==> config.mk <==
export PLATFORM = sky130hd
export DESIGN_NAME = opshift_core
export DESIGN_NICKNAME = d
export VERILOG_FILES = /design/src/rtl/opshift_pkg.sv /design/src/rtl/opshift_amount.sv /design/src/rtl/opshift_left.sv /design/src/rtl/opshift_right.sv /design/src/rtl/opshift_rotate.sv /design/src/rtl/opshift_core.sv
export SDC_FILE = /design/constraint.sdc
export NUM_CORES = 1
export LEC_CHECK = 0
export ABC_CLOCK_PERIOD_IN_PS = 2900
export CAP_MARGIN = 40
export CORE_AREA = 5 5 161 194
export DETAILED_ROUTE_END_ITERATION = 10
export DIE_AREA = 0 0 166 199
export DONT_BUFFER_PORTS = 1
export SETUP_SLACK_MARGIN = 0.15
export SYNTH_ARGS = -nofsm -noshare
export SYNTH_HDL_FRONTEND = slang
export SYNTH_SLANG_ARGS = --single-unit
export TNS_END_PERCENT = 100
==> constraint.sdc <==
create_clock -name vclk -period 2.9
set_input_delay 0.145 -clock vclk [all_inputs]
set_output_delay 0.145 -clock vclk [all_outputs]
set_load 0.02 [all_outputs]
==> src/rtl/opshift_pkg.sv <==
package opshift_pkg;
  typedef enum logic [1:0] {
    SH_LSL = 2'b00,
    SH_LSR = 2'b01,
    SH_ASR = 2'b10,
    SH_ROR = 2'b11
  } shift_kind_e;

  localparam int IMM_AMT_W  = 5;
  localparam int IMM_BYTE_W = 8;
  localparam int IMM_ROT_W  = 4;
endpackage

==> src/rtl/opshift_amount.sv <==
module opshift_amount
  import opshift_pkg::*;
#(
  parameter int DATA_W = 32,
  parameter int AMT_W  = 8
) (
  input  logic                 from_reg,
  input  logic [IMM_AMT_W-1:0] imm_amt,
  input  shift_kind_e          kind,
  input  logic [AMT_W-1:0]     reg_amt,
  output logic [AMT_W-1:0]     amt_eff,
  output logic                 pass_thru,
  output logic                 rrx_mode
);
  localparam logic [AMT_W-1:0] FULL_AMT = AMT_W'(DATA_W);

  logic imm_zero;

  always_comb begin
    imm_zero  = (imm_amt == '0);
    pass_thru = from_reg ? (reg_amt == '0) : (imm_zero && kind == SH_LSL);
    rrx_mode  = !from_reg && imm_zero && kind == SH_ROR;
    if (from_reg)      amt_eff = reg_amt;
    else if (imm_zero) amt_eff = FULL_AMT;
    else               amt_eff = AMT_W'(imm_amt);
    // pass-through and rotate-through-carry never both apply
    assert_mode_excl_R6: assert (!(pass_thru && rrx_mode))
      else $error("pass-through and rrx both active");
  end
endmodule

==> src/rtl/opshift_left.sv <==
module opshift_left #(
  parameter int DATA_W = 32,
  parameter int AMT_W  = 8
) (
  input  logic [DATA_W-1:0] v,
  input  logic [AMT_W-1:0]  amt,
  output logic [DATA_W-1:0] res,
  output logic              cout
);
  localparam logic [AMT_W-1:0] FULL_AMT = AMT_W'(DATA_W);

  logic [DATA_W:0] wide;

  always_comb begin
    wide = {1'b0, v} << amt;
    res  = wide[DATA_W-1:0];
    cout = wide[DATA_W];
    if (amt > FULL_AMT) begin
      assert_lsl_far_R5: assert (res == '0 && cout == 1'b0)
        else $error("left shift beyond width not cleared");
    end
    if (amt == FULL_AMT) begin
      assert_lsl_full_R5: assert (res == '0 && cout == v[0])
        else $error("left shift by width wrong carry");
    end
  end
endmodule

==> src/rtl/opshift_right.sv <==
module opshift_right #(
  parameter int DATA_W = 32,
  parameter int AMT_W  = 8,
  parameter bit ARITH  = 1'b0
) (
  input  logic [DATA_W-1:0] v,
  input  logic [AMT_W-1:0]  amt,
  output logic [DATA_W-1:0] res,
  output logic              cout
);
  localparam logic [AMT_W-1:0] FULL_AMT = AMT_W'(DATA_W);

  logic [DATA_W:0] wide;

  generate
    if (ARITH) begin : g_arith
      always_comb begin
        wide = $signed({v, 1'b0}) >>> amt;
        res  = wide[DATA_W:1];
        cout = wide[0];
        if (amt >= FULL_AMT) begin
          assert_asr_far_R8: assert (res == {DATA_W{v[DATA_W-1]}} && cout == v[DATA_W-1])
            else $error("arithmetic shift beyond width not sign-filled");
        end
      end
    end else begin : g_logic
      always_comb begin
        wide = {v, 1'b0} >> amt;
        res  = wide[DATA_W:1];
        cout = wide[0];
        if (amt > FULL_AMT) begin
          assert_lsr_far_R7: assert (res == '0 && cout == 1'b0)
            else $error("logical right beyond width not cleared");
        end
        if (amt == FULL_AMT) begin
          assert_lsr_full_R7: assert (res == '0 && cout == v[DATA_W-1])
            else $error("logical right by width wrong carry");
        end
      end
    end
  endgenerate
endmodule

==> src/rtl/opshift_rotate.sv <==
module opshift_rotate
  import opshift_pkg::*;
#(
  parameter int DATA_W = 32
) (
  input  logic [DATA_W-1:0]         v,
  input  logic [$clog2(DATA_W)-1:0] k,
  input  logic                      cin,
  input  logic                      rrx,
  input  logic                      use_imm,
  input  logic [IMM_BYTE_W-1:0]     imm_byte,
  input  logic [IMM_ROT_W-1:0]      imm_rot,
  output logic [DATA_W-1:0]         res,
  output logic                      cout
);
  localparam int SH_W = $clog2(DATA_W);

  logic [DATA_W-1:0]   src;
  logic [SH_W-1:0]     kk;
  logic [2*DATA_W-1:0] dbl;
  logic [DATA_W-1:0]   rot;

  always_comb begin
    src = use_imm ? DATA_W'(imm_byte) : v;
    kk  = use_imm ? SH_W'({imm_rot, 1'b0}) : k;
    dbl = {src, src} >> kk;
    rot = dbl[DATA_W-1:0];
    if (rrx && !use_imm) begin
      res  = {cin, v[DATA_W-1:1]};
      cout = v[0];
    end else begin
      res  = rot;
      cout = (use_imm && imm_rot == '0) ? cin : rot[DATA_W-1];
    end
    if (use_imm) begin
      assert_imm_bits_R3: assert ($countones(res) == $countones(imm_byte))
        else $error("immediate rotation lost bits");
    end else if (!rrx) begin
      assert_ror_bits_R9: assert ($countones(res) == $countones(v))
        else $error("rotation lost bits");
    end else begin
      assert_rrx_carry_R10: assert (cout == v[0] && res[DATA_W-1] == cin)
        else $error("rotate through carry wrong");
    end
  end
endmodule

==> src/rtl/opshift_core.sv <==
module opshift_core
  import opshift_pkg::*;
#(
  parameter int DATA_W = 32,
  parameter int AMT_W  = 8
) (
  input  logic [31:0]       instr_word,
  input  logic [DATA_W-1:0] src_val,
  input  logic [DATA_W-1:0] amt_val,
  input  logic              carry_in,
  input  logic              use_imm,
  output logic [DATA_W-1:0] operand,
  output logic              carry_out
);
  localparam int SH_W = $clog2(DATA_W);

  shift_kind_e       kind;
  logic [AMT_W-1:0]  amt_eff;
  logic              pass_thru;
  logic              rrx_mode;
  logic [DATA_W-1:0] lsl_res, lsr_res, asr_res, ror_res;
  logic              lsl_c, lsr_c, asr_c, ror_c;
  logic              unused_bits;

  assign kind        = shift_kind_e'(instr_word[6:5]);
  assign unused_bits = ^{instr_word[31:12], amt_val[DATA_W-1:AMT_W]};

  opshift_amount #(.DATA_W(DATA_W), .AMT_W(AMT_W)) u_amount (
    .from_reg (instr_word[4]),
    .imm_amt  (instr_word[11:7]),
    .kind     (kind),
    .reg_amt  (amt_val[AMT_W-1:0]),
    .amt_eff  (amt_eff),
    .pass_thru(pass_thru),
    .rrx_mode (rrx_mode)
  );

  opshift_left #(.DATA_W(DATA_W), .AMT_W(AMT_W)) u_lsl (
    .v(src_val), .amt(amt_eff), .res(lsl_res), .cout(lsl_c)
  );

  opshift_right #(.DATA_W(DATA_W), .AMT_W(AMT_W), .ARITH(1'b0)) u_lsr (
    .v(src_val), .amt(amt_eff), .res(lsr_res), .cout(lsr_c)
  );

  opshift_right #(.DATA_W(DATA_W), .AMT_W(AMT_W), .ARITH(1'b1)) u_asr (
    .v(src_val), .amt(amt_eff), .res(asr_res), .cout(asr_c)
  );

  opshift_rotate #(.DATA_W(DATA_W)) u_ror (
    .v       (src_val),
    .k       (amt_eff[SH_W-1:0]),
    .cin     (carry_in),
    .rrx     (rrx_mode),
    .use_imm (use_imm),
    .imm_byte(instr_word[7:0]),
    .imm_rot (instr_word[11:8]),
    .res     (ror_res),
    .cout    (ror_c)
  );

  always_comb begin
    if (use_imm) begin
      operand   = ror_res;
      carry_out = ror_c;
    end else if (pass_thru) begin
      operand   = src_val;
      carry_out = carry_in;
    end else begin
      unique case (kind)
        SH_LSL:  begin operand = lsl_res; carry_out = lsl_c; end
        SH_LSR:  begin operand = lsr_res; carry_out = lsr_c; end
        SH_ASR:  begin operand = asr_res; carry_out = asr_c; end
        default: begin operand = ror_res; carry_out = ror_c; end
      endcase
    end
    if (!use_imm && instr_word[4] && amt_val[7:0] == 8'd0) begin
      assert_reg_zero_pass_R6: assert (operand == src_val && carry_out == carry_in)
        else $error("zero register amount altered operand");
    end
  end
endmodule

==> flow_results.org <==
** Status
- Result of the run :: completed

** STA
- For the pin with the worst max-slew slack, the measured transition is 0.843 ns.
- Once routing completed, OpenROAD measured the worst setup slack at 0.122 ns.
- Setup violations remaining at the end of the flow were counted as 0.
- The number of failing hold endpoints at the final stage was 0.
- Final clock period utilization by the worst path :: 95.8%
- Achievable frequency :: 360 MHz
- The worst pin sits at a relative slew slack of 43.8%.
- RSZ-0062 raised after global routing :: true
- Adding up every negative setup slack in the final design gives 0 ns.
- Fin crit period :: 2.78 ns
- Final number of max-transition violations :: 0

** Placed design
- The count of buffers added on input and output ports is 0.
- Placed cell count :: 1,958
- Detailed placement finished with a half-perimeter wire length of 53,000 um.
- Worst slack at placement :: -0.0314 ns
- Routability-driven placement finished with a final weighted congestion of 1.15.

** Global route
- Remaining global-route overflow :: 0
- The initial antenna violation count came to 3.
- Global routing used 38.9% of the available tracks across all layers.
- The via count of the first global-routing pass was 13.3k.
- First-pass GRT wire length :: 96,700 um
- Largest net degree at the start of global routing :: 100

** Logic synthesis
- The number of nets handed over by synthesis was 1,582.
- Summed instance area of the synthesized netlist :: 10,100 um^2
- Number of unique standard cell types used by synthesis :: 96
- Library cell with the largest summed area after synthesis :: sky130_fd_sc_hd__mux2i_1
- Synth Instances :: 1,484
- Top post-synthesis cells by area :: sky130_fd_sc_hd__mux2i_1 (18%), sky130_fd_sc_hd__o22ai_1 (6.1%), sky130_fd_sc_hd__mux2_2 (5.6%)
- The Yosys step of the flow raised 0 warnings.
- Most used standard cells in the synthesized netlist :: sky130_fd_sc_hd__mux2i_1 (179), sky130_fd_sc_hd__nand2_1 (139), sky130_fd_sc_hd__nor2_1 (137)
- Synthesized area per cell :: 6.79 um^2
- For this run, the register share of the synthesized area comes to 0%.
- In this run the biggest area consumer among cell types represents 17.8% of the synthesized area.
- Top-count cell post-synth :: sky130_fd_sc_hd__mux2i_1

** Finish
- 0 antenna diodes ended up in the layout.
- Count of sequential standard cells :: 0
- Number of nets in the layout :: 1,676
- The post-route netlist has 27.0% of its cells at a drive strength greater than 1.
- Multi-input combinational cell area :: 9430 um^2
- Area growth from synthesis to final layout :: 20.5%
- Final standard cell utilization of the core :: 41.5%
- Layout filler cell count :: 3,105
- Storage element area :: 0 um^2
- Non-filler cells in the finished layout :: 1,966
- Count of clock buffers in the final design :: 0

** Floorplan
- Vertical die dimension :: 199 um
- Row count :: 69
- Die Span X :: 166 um
- Once the floorplan was initialized, standard cells occupied 34.4% of the core.
- Floorplan die area :: 33,000 um^2
- The core region is 29,300 um^2.
- 131 I/O pins were placed.

** Drt
- Remaining DRCs :: 0
- Detailed route wirelength on metal3 :: 8680 um
- Summed over all layers, the routed wires come to 69,100 um.
- Summing over every cut layer, the via total after detailed routing is 14.5k.
- The detailed router finished its first iteration with 2,221 violations.
- Wire length per cell after detailed routing :: 35.1 um
- Met1 wire length :: 26,800 um
- The first detailed-routing pass took 6 iterations.
- The routed design uses 28,300 um of met2 wire.
- DRT antenna net count :: 0
- Routed signal wires occupy layers up through met5.
- Using the TritonRoute via totals, the vias-per-cell ratio works out to 7.35.

** Setup path
- CP cell instances :: nor2b_1 > a32oi_1 > o2111ai_1 > buf_4 > nor2_1 > a211oi_1 > a221oi_1 > nand4b_1 > a32o_1 > buf_4
- Following the worst setup path forward leads to its endpoint at operand[28].
- In this design, the critical path's most frequently occurring cell is sky130_fd_sc_hd__buf_4.
- The critical path in this run is classified as in2out.
- Among all stages on the critical path, the largest delay is contributed by sky130_fd_sc_hd__o2111ai_1.
- Peak per-stage delay on the critical path :: 0.55 ns
- STA classifies the critical path endpoint as an output port.
- Along the worst path, the maximum fanout reaches 99.
- Tracing the worst setup path back leads to its startpoint at instr_word[4].
- For the worst setup path, the data arrival time is 2.63 ns.
- CP Launch Type :: input pin
- Data on the critical path is required at its endpoint by 2.76 ns.

** Power
- P_leak :: 0.00478 uW
- The worst-case IR drop observed on VDD is 0.108 mV.
- Areal power density over the cells :: 252 nW/um^2
- Final Power :: 3060 uW

** Run
- The tool flagged a number of max-cap violations equal to 0.

** Worst hold path
- The worst hold path belongs to the class in2out.
[cell usage in the layout (no fill, tap or decap), types with 10 or more instances in the layout]
master / n
sky130_fd_sc_hd__a211oi_1: 32
sky130_fd_sc_hd__a21o_1: 11
sky130_fd_sc_hd__a21oi_1: 94
sky130_fd_sc_hd__a221o_1: 13
sky130_fd_sc_hd__a221oi_1: 23
sky130_fd_sc_hd__a22oi_1: 25
sky130_fd_sc_hd__a31oi_1: 19
sky130_fd_sc_hd__and3_1: 10
sky130_fd_sc_hd__buf_12: 11
sky130_fd_sc_hd__buf_4: 256
sky130_fd_sc_hd__inv_1: 12
sky130_fd_sc_hd__mux2_2: 47
sky130_fd_sc_hd__mux2i_1: 172
sky130_fd_sc_hd__mux4_2: 12
sky130_fd_sc_hd__nand2_1: 138
sky130_fd_sc_hd__nand3_1: 22
sky130_fd_sc_hd__nor2_1: 134
sky130_fd_sc_hd__nor3_1: 29
sky130_fd_sc_hd__o211ai_1: 16
sky130_fd_sc_hd__o21a_1: 13
sky130_fd_sc_hd__o21ai_0: 79
sky130_fd_sc_hd__o21ai_1: 16
sky130_fd_sc_hd__o221ai_1: 28
sky130_fd_sc_hd__o22a_1: 17
sky130_fd_sc_hd__o22ai_1: 93
[area by class of cell]
type,count,share of cell area [%]
Inverter,14,0.464
Multi-Input combinational cell,1293,77.7
Tap cell,390,4.02
Timing Repair Buffer,269,17.8
[routing by layer]
layer  vias to the layer above  global-route usage, %
met5                         -                      0
met4                         2                   21.3
met2                      1170                   58.4
met3                       292                   7.97
li1                       6059                      -
met1                      6934                   52.0
[kinds of logic (layout without fill, tap and decap cells)]
group           after synthesis  count (layout)  share of synthesized area [%]
compound gates              619             619                           43.3
simple gates                423             423                           19.6
buf+inv                     191             283                           9.23
mux                         251             251                           27.9
[how the worst min path moves through the flow]
stage | to | slack, ns | cells after the start | from
finish | operand[23] | 0.55 | 1 | src_val[23]
global route | operand[23] | 0.56 | 1 | src_val[23]
CTS | operand[23] | 0.55 | 1 | src_val[23]
detailed placement | operand[23] | 0.55 | 1 | src_val[23]
global placement | operand[23] | 0.54 | 1 | src_val[23]
floorplan | operand[19] | 0.50 | 2 | src_val[19]
[per-stage QoR]
step                area (um^2)  hold slack, ns
floorplan                 10100           0.499
global placement          11800           0.544
detailed placement        11800           0.551
CTS                       11900           0.551
global route              12100           0.557
finish                    12100           0.553
[critical path, delay by kind of cell]
kind / cells / cell delay, ns
AOI/OAI and AO/OA: 5 / 1.61
and+or+nand+nor: 3 / 0.45
buffers and inverters: 2 / 0.40
[power by group]
part | switching, uW | internal (uW)
combinational | 1820 | 1240
sequential | 0 | 0
clock | 0 | 0
[what timing repair did]
item / in CTS / in global routing
hold buffers: 0 / 0
setup buffers: 6 / 2
resized for setup: 14 / 54
setup endpoints to repair: 15 / 26
pin swaps: 0 / 4
Note: power is estimated with default switching activity, not from simulation.
